## config.mk

```make
export PLATFORM = sky130hd
export DESIGN_NAME = pkt_deframer
export DESIGN_NICKNAME = d
export VERILOG_FILES = /design/src/rtl/pkt_deframer_pkg.sv /design/src/rtl/pkt_cfg_regs.sv /design/src/rtl/pkt_hdr_parser.sv /design/src/rtl/pkt_out_stage.sv /design/src/rtl/pkt_deframer.sv
export SDC_FILE = /design/constraint.sdc
export NUM_CORES = 1
export LEC_CHECK = 0
export ABC_AREA = 1
export BUFFER_PORTS_ARGS = -buffer_cell sky130_fd_sc_hd__buf_2
export CAP_MARGIN = 20
export CORE_MARGIN = 2
export CORE_UTILIZATION = 45
export CTS_BUF_LIST = sky130_fd_sc_hd__clkbuf_8
export DETAILED_ROUTE_END_ITERATION = 10
export HOLD_SLACK_MARGIN = 0.02
export PLACE_DENSITY = 0.76
export REMOVE_ABC_BUFFERS = 1
export SLEW_MARGIN = 25
export SYNTH_ARGS = -nofsm -noshare
export SYNTH_HDL_FRONTEND = slang
export SYNTH_HIERARCHICAL = 1
export SYNTH_SLANG_ARGS = --single-unit
```

## constraint.sdc

```tcl
create_clock -name clk -period 5.1 [get_ports clk]
set_clock_uncertainty 0.05 [all_clocks]
set_input_delay 1.02 -clock clk [delete_from_list [all_inputs] [get_ports clk]]
set_output_delay 1.02 -clock clk [all_outputs]
set_load 0.01 [all_outputs]
```

## src/rtl/pkt_deframer_pkg.sv

```systemverilog
// Shared constants and parser state type for the packet deframer.
// Assumes a 4-bit flag field placed just above the sample in each entry.
package pkt_deframer_pkg;
    localparam int FLAG_W     = 4;
    localparam int FL_SOP     = 0;
    localparam int FL_EOP     = 1;
    localparam int FL_TV      = 2;
    localparam int FL_RSV     = 3;
    localparam int HDR_WORDS  = 5;
    localparam logic [3:0] PKT_TYPE_DATA = 4'd1;

    typedef enum logic [2:0] {
        ST_WAIT, ST_SID, ST_SECS, ST_THI, ST_TLO, ST_PAY, ST_TRL
    } parse_st_t;
endpackage

```

## src/rtl/pkt_cfg_regs.sv

```systemverilog
// Settings-bus register file: stream-id compare value and filter enable.
// Assumes single-cycle write strobes; unknown addresses are ignored.
module pkt_cfg_regs #(
    parameter int AW        = 8,
    parameter int DW        = 32,
    parameter int BASE_ADDR = 16
) (
    input  logic          clk,
    input  logic          rst_n,
    input  logic          set_stb,
    input  logic [AW-1:0] set_addr,
    input  logic [DW-1:0] set_data,
    output logic [DW-1:0] sid_cmp,
    output logic          sid_en
);
    localparam logic [AW-1:0] ADDR_SID = AW'(BASE_ADDR);
    localparam logic [AW-1:0] ADDR_CTL = AW'(BASE_ADDR + 1);

    // Capture writes addressed to this block.
    always_ff @(posedge clk) begin
        if (!rst_n) begin
            sid_cmp <= '0;
            sid_en  <= 1'b0;
        end else if (set_stb) begin
            if (set_addr == ADDR_SID) sid_cmp <= set_data;
            if (set_addr == ADDR_CTL) sid_en  <= set_data[0];
        end
    end
endmodule

```

## src/rtl/pkt_hdr_parser.sv

```systemverilog
// Walks each packet word by word, checks the header and length count,
// and flags each payload word that must become an output entry.
// Assumes word_take is only high when the output stage can load.
module pkt_hdr_parser
    import pkt_deframer_pkg::*;
#(
    parameter int DW   = 32,
    parameter int LENW = 16,
    parameter int TSW  = 64
) (
    input  logic              clk,
    input  logic              rst_n,
    input  logic              clear,
    input  logic              word_take,
    input  logic [DW+3:0]     word,
    input  logic [DW-1:0]     sid_cmp,
    input  logic              sid_en,
    output logic              emit,
    output logic [TSW-1:0]    emit_ts,
    output logic [FLAG_W-1:0] emit_flags,
    output logic [DW-1:0]     emit_sample
);
    localparam int HALF = TSW / 2;

    parse_st_t        st;
    logic [LENW-1:0]  rem;
    logic             has_tr;
    logic             first;
    logic [HALF-1:0]  ts_hi, ts_lo;

    logic [DW-1:0]    wdata;
    logic             sof, eof, last, pay_ok, hdr_ok, hdr_tr;
    logic [LENW-1:0]  hdr_len;

    // Decode the current word and payload consistency.
    always_comb begin
        wdata   = word[DW-1:0];
        sof     = word[DW];
        eof     = word[DW+1];
        hdr_tr  = wdata[26];
        hdr_len = wdata[LENW-1:0];
        hdr_ok  = (wdata[31:28] == PKT_TYPE_DATA) && !eof &&
                  (hdr_len >= LENW'(HDR_WORDS + 1) + LENW'(hdr_tr));
        last    = (rem == LENW'(1));
        pay_ok  = last ? (has_tr ? !eof : eof) : !eof;
    end

    // Advance the parse state on every accepted word.
    always_ff @(posedge clk) begin
        if (!rst_n || clear) begin
            st     <= ST_WAIT;
            rem    <= '0;
            has_tr <= 1'b0;
            first  <= 1'b0;
            ts_hi  <= '0;
            ts_lo  <= '0;
        end else if (word_take) begin
            if (sof) begin
                st     <= hdr_ok ? ST_SID : ST_WAIT;
                rem    <= hdr_len - LENW'(HDR_WORDS) - LENW'(hdr_tr);
                has_tr <= hdr_tr;
                first  <= 1'b1;
            end else begin
                unique case (st)
                    ST_WAIT: st <= ST_WAIT;
                    ST_SID:  st <= (eof || (sid_en && wdata != sid_cmp)) ? ST_WAIT : ST_SECS;
                    ST_SECS: st <= eof ? ST_WAIT : ST_THI;
                    ST_THI: begin
                        ts_hi <= wdata[HALF-1:0];
                        st    <= eof ? ST_WAIT : ST_TLO;
                    end
                    ST_TLO: begin
                        ts_lo <= wdata[HALF-1:0];
                        st    <= eof ? ST_WAIT : ST_PAY;
                    end
                    ST_PAY: begin
                        if (!pay_ok) begin
                            st <= ST_WAIT;
                        end else begin
                            first <= 1'b0;
                            rem   <= rem - LENW'(1);
                            if (last) st <= has_tr ? ST_TRL : ST_WAIT;
                        end
                    end
                    ST_TRL:  st <= ST_WAIT;
                    default: st <= ST_WAIT;
                endcase
            end
        end
    end

    // Form the entry for a forwarded payload word.
    always_comb begin
        emit        = word_take && !sof && (st == ST_PAY) && pay_ok;
        emit_ts     = {ts_hi, ts_lo};
        emit_sample = wdata;
        emit_flags  = '0;
        emit_flags[FL_SOP] = first;
        emit_flags[FL_TV]  = first;
        emit_flags[FL_EOP] = last;
    end
endmodule

```

## src/rtl/pkt_out_stage.sv

```systemverilog
// One-entry output register toward the sample queue.
// Assumes load is only raised while free is high.
module pkt_out_stage #(
    parameter int EW = 100
) (
    input  logic          clk,
    input  logic          rst_n,
    input  logic          clear,
    input  logic          load,
    input  logic [EW-1:0] load_data,
    input  logic          out_ready,
    output logic          out_valid,
    output logic [EW-1:0] out_data,
    output logic          free
);
    // Hold an entry until the queue takes it.
    always_ff @(posedge clk) begin
        if (!rst_n || clear) begin
            out_valid <= 1'b0;
            out_data  <= '0;
        end else if (load) begin
            out_valid <= 1'b1;
            out_data  <= load_data;
        end else if (out_ready) begin
            out_valid <= 1'b0;
        end
    end

    // The slot can load when empty or being emptied this cycle.
    always_comb free = !out_valid || out_ready;
endmodule

```

## src/rtl/pkt_deframer.sv

```systemverilog
// Top of the deframer: settings registers, parser and output register.
// Assumes a single sample channel per entry.
module pkt_deframer
    import pkt_deframer_pkg::*;
#(
    parameter int AW        = 8,
    parameter int DW        = 32,
    parameter int LENW      = 16,
    parameter int TSW       = 64,
    parameter int BASE_ADDR = 16
) (
    input  logic                    clk,
    input  logic                    rst_n,
    input  logic                    clear,
    input  logic                    set_stb,
    input  logic [AW-1:0]           set_addr,
    input  logic [DW-1:0]           set_data,
    input  logic [DW+3:0]           in_data,
    input  logic                    in_valid,
    output logic                    in_ready,
    output logic [TSW+FLAG_W+DW-1:0] out_data,
    output logic                    out_valid,
    input  logic                    out_ready
);
    localparam int EW = TSW + FLAG_W + DW;

    logic [DW-1:0]     sid_cmp;
    logic              sid_en;
    logic              free, take, emit;
    logic [TSW-1:0]    emit_ts;
    logic [FLAG_W-1:0] emit_flags;
    logic [DW-1:0]     emit_sample;

    // Input is accepted only when the output slot can take a result.
    always_comb begin
        in_ready = free;
        take     = in_valid && free;
    end

    pkt_cfg_regs #(.AW(AW), .DW(DW), .BASE_ADDR(BASE_ADDR)) u_cfg (
        .clk(clk), .rst_n(rst_n), .set_stb(set_stb), .set_addr(set_addr),
        .set_data(set_data), .sid_cmp(sid_cmp), .sid_en(sid_en)
    );

    pkt_hdr_parser #(.DW(DW), .LENW(LENW), .TSW(TSW)) u_parse (
        .clk(clk), .rst_n(rst_n), .clear(clear), .word_take(take),
        .word(in_data), .sid_cmp(sid_cmp), .sid_en(sid_en), .emit(emit),
        .emit_ts(emit_ts), .emit_flags(emit_flags), .emit_sample(emit_sample)
    );

    pkt_out_stage #(.EW(EW)) u_out (
        .clk(clk), .rst_n(rst_n), .clear(clear), .load(emit),
        .load_data({emit_ts, emit_flags, emit_sample}), .out_ready(out_ready),
        .out_valid(out_valid), .out_data(out_data), .free(free)
    );
endmodule

```

==> metrics.txt <==
status=finished clean; die outline area=23570 um^2; Mapped Avg Cell Area=~7.1 um^2; Pre-antenna DRT Iters=6; worst-path maximum fanout=51; first-pass GRT wire length=41700 um; final worst slack=a little under 2 ns; Area growth syn-to-layout=14.20%; clk sink count=219; fin util=52.49%; DP Worst Slack=1.486 ns; Antenna Nets Post-Route=0; Resized cells post-CTS=0; post-DP HPWL=17070 um; Mapped Cells=between 1000 and 1500; final instance area=about 11000 um^2; Setup CP Type=primary input to flop; Routed WL per cell=14.02 um; worst hold path type=flop to flop; Root Buffer=clkbuf_8; total power=3.673 mW; CTS Buffer Depth=3; Post-CTS Hold Buffers=0; row count=between 50 and 60; core box area=21890 um^2; nets=1621; # DRC=0; number of synthesized flops with an enable pin=0; Die Width=roughly 150 um; detailed-route wire length=~26000 um; CTS clk-pin slew, worst paths=0.06 ns; DP Area=about 11000 um^2; max-cap violation count=0; Async S/R FF share, synth=0%; largest net degree at the start of global routing=101; Primary FF master, synth=dfxtp_1; gr ovfl total=0; clk_lat worst skew=0.53 ns; RSZ-0062 raised after global routing=no; Slew Viols, Final=0; Fin. Hold Viols=0; Post-CTS Setup Inserts=0; Final period util=about three fifths; # IOs=184; total global-route track usage=21.40%; worst-margin pin slew=a little under 0.9 ns; Die Y=~150 um; WP data arrival=3.44 ns; vias in the first global route=between 8000 and 9000; TNS Setup=0 ns; Initial Util=about 46%; gpl congestion=roughly 0.94; CTS tree=built; Final Setup Violations=0; hold depth=2; mapped cell area=roughly 10000 um^2; Worst Setup Start Kind=primary input; Max IR drop VDD=approximately 0.2 mV; sequential element share of the synthesized area=between 40% and 50%; Critical Path RT=between 5 and 6 ns; initial antenna violation count=2; Max transition margin=40.92%; Final Critical Period=3.124 ns; Leak Pwr=5.092 nW; vias per cell=4.884; Register-to-Register Path Depth=11; Yosys reg bits=219; share of layout cells above drive strength 1=18.33%; power density over cell area=~320 nW/um^2; Port Buffers=about 180; vias=between 8000 and 9000; DRT iter0 DRCs=473; H-tree depth=2; Cell variety after synth=35; Setup crit end kind=flop; fmax=320.1 MHz; yosys warns=6; total CTS buffers=38
-- cell usage in the layout (no fill, tap or decap), types with 27 or more instances in the layout --
cell      count
clkbuf_8     47
buf_2       181
nand2_1     387
nand3_1      52
xnor2_1      27
o21ai_0      91
nor2_1      114
dfxtp_1     219
a21oi_1     150
inv_1       185
-- area by class of cell --
type / count / area, um^2
inverter: 179 / 673.1
fill: 2156 / 10400
timing repair buffer: 188 / 974.7
tap: 280 / 350.3
antenna: 2 / 5.005
multi-input combinational: 905 / 4275
sequential: 219 / 4384
clock inverter: 22 / 180.2
clock buffer: 47 / 646.9
-- flip-flops by register name (all words and copies together) (netlist names) --
signal	flops
u_parse/st	3
u_cfg/sid_en	1
u_cfg/sid_cmp	32
u_parse/ts_lo	32
u_out/out_data	100
u_parse/rem	16
u_out/out_valid	1
u_parse/has_tr	1
u_parse/ts_hi	32
u_parse/first	1
-- final timing paths --
kind / start / to / slack [ns]
max: in_data[33] / u_out/out_data[34] / 1.98
min: u_parse/ts_hi[26] / u_out/out_data[94] / 0.40
max reg2reg: u_parse/rem[0] / u_out/out_data[34] / 2.19
min reg2reg: u_parse/ts_hi[26] / u_out/out_data[94] / 0.40
-- synthesized netlist by cell type (6+ instances only) --
| master | n | area (um^2) |
|---|---|---|
| nand2_1 | 388 | 1456 |
| dfxtp_1 | 219 | 4384 |
| inv_1 | 175 | 656.9 |
| a21oi_1 | 150 | 750.7 |
| nor2_1 | 116 | 435.4 |
| o21ai_0 | 91 | 455.4 |
| nand3_1 | 52 | 260.3 |
| buf_4 | 51 | 382.9 |
| xnor2_1 | 27 | 236.5 |
| buf_2 | 22 | 110.1 |
| a21oi_2 | 20 | 175.2 |
| buf_6 | 16 | 180.2 |
| clkbuf_1 | 14 | 52.55 |
| a31oi_1 | 9 | 56.30 |
| nor3_1 | 9 | 45.04 |
| xor2_1 | 8 | 70.07 |
| ha_1 | 7 | 87.58 |
| nor2_2 | 6 | 37.54 |
-- routing by layer --
| metal | part of all wire, % | GRT usage, % | vias up | wire length (um) |
|---|---|---|---|---|
| li1 | - | - | 4611 | - |
| met1 | 45 | 28.39 | 4062 | 11700 |
| met2 | 46 | 35.22 | 273 | 11860 |
| met3 | 6.1 | 3.890 | 50 | 1580 |
| met4 | 2.6 | 7.296 | 0 | 680 |
| met5 | 0 | 0 | - | 0 |
-- power by group --
| part | internal [mW] | switching [mW] |
|---|---|---|
| Clock | 0.991 | 0.721 |
| Sequential | 1.72 | 0.00614 |
| Combinational | 0.0790 | 0.159 |
| Total | 2.79 | 0.886 |
-- through the flow --
step	hold slack, ns	instances
6_report	0.4014	1842
5_1_grt	0.4177	1842
4_1_cts	0.4028	1840
3_5_place_dp	0.3938	1771
3_3_place_gp	0.3941	1771
2_1_floorplan	0.3793	1303
-- worst max-delay path: stages --
cell	delay, ns
buf_2	0.12
inv_1	0.08
ha_1	0.29
nand3b_1	0.18
nand2_2	0.11
nand2_1	0.09
nor2_4	0.12
clkinv_2	0.61
buf_4	0.57
nand2_1	0.14
a21oi_1	0.07
-- cell families (layout without fill, tap and decap cells) --
kind of cell	count (synthesis)	after routing	share of synthesized area, %
flip-flops	219	219	43.58
XOR/XNOR	35	35	3.047
other	1	3	0.03727
AO/OA/AOI/OAI	275	275	14.69
adder cells (fa/ha/maj)	8	8	1.069
AND/OR/NAND/NOR	586	586	23.38
buffers and inverters	287	436	14.20
Power figures use the tool's default switching activity.
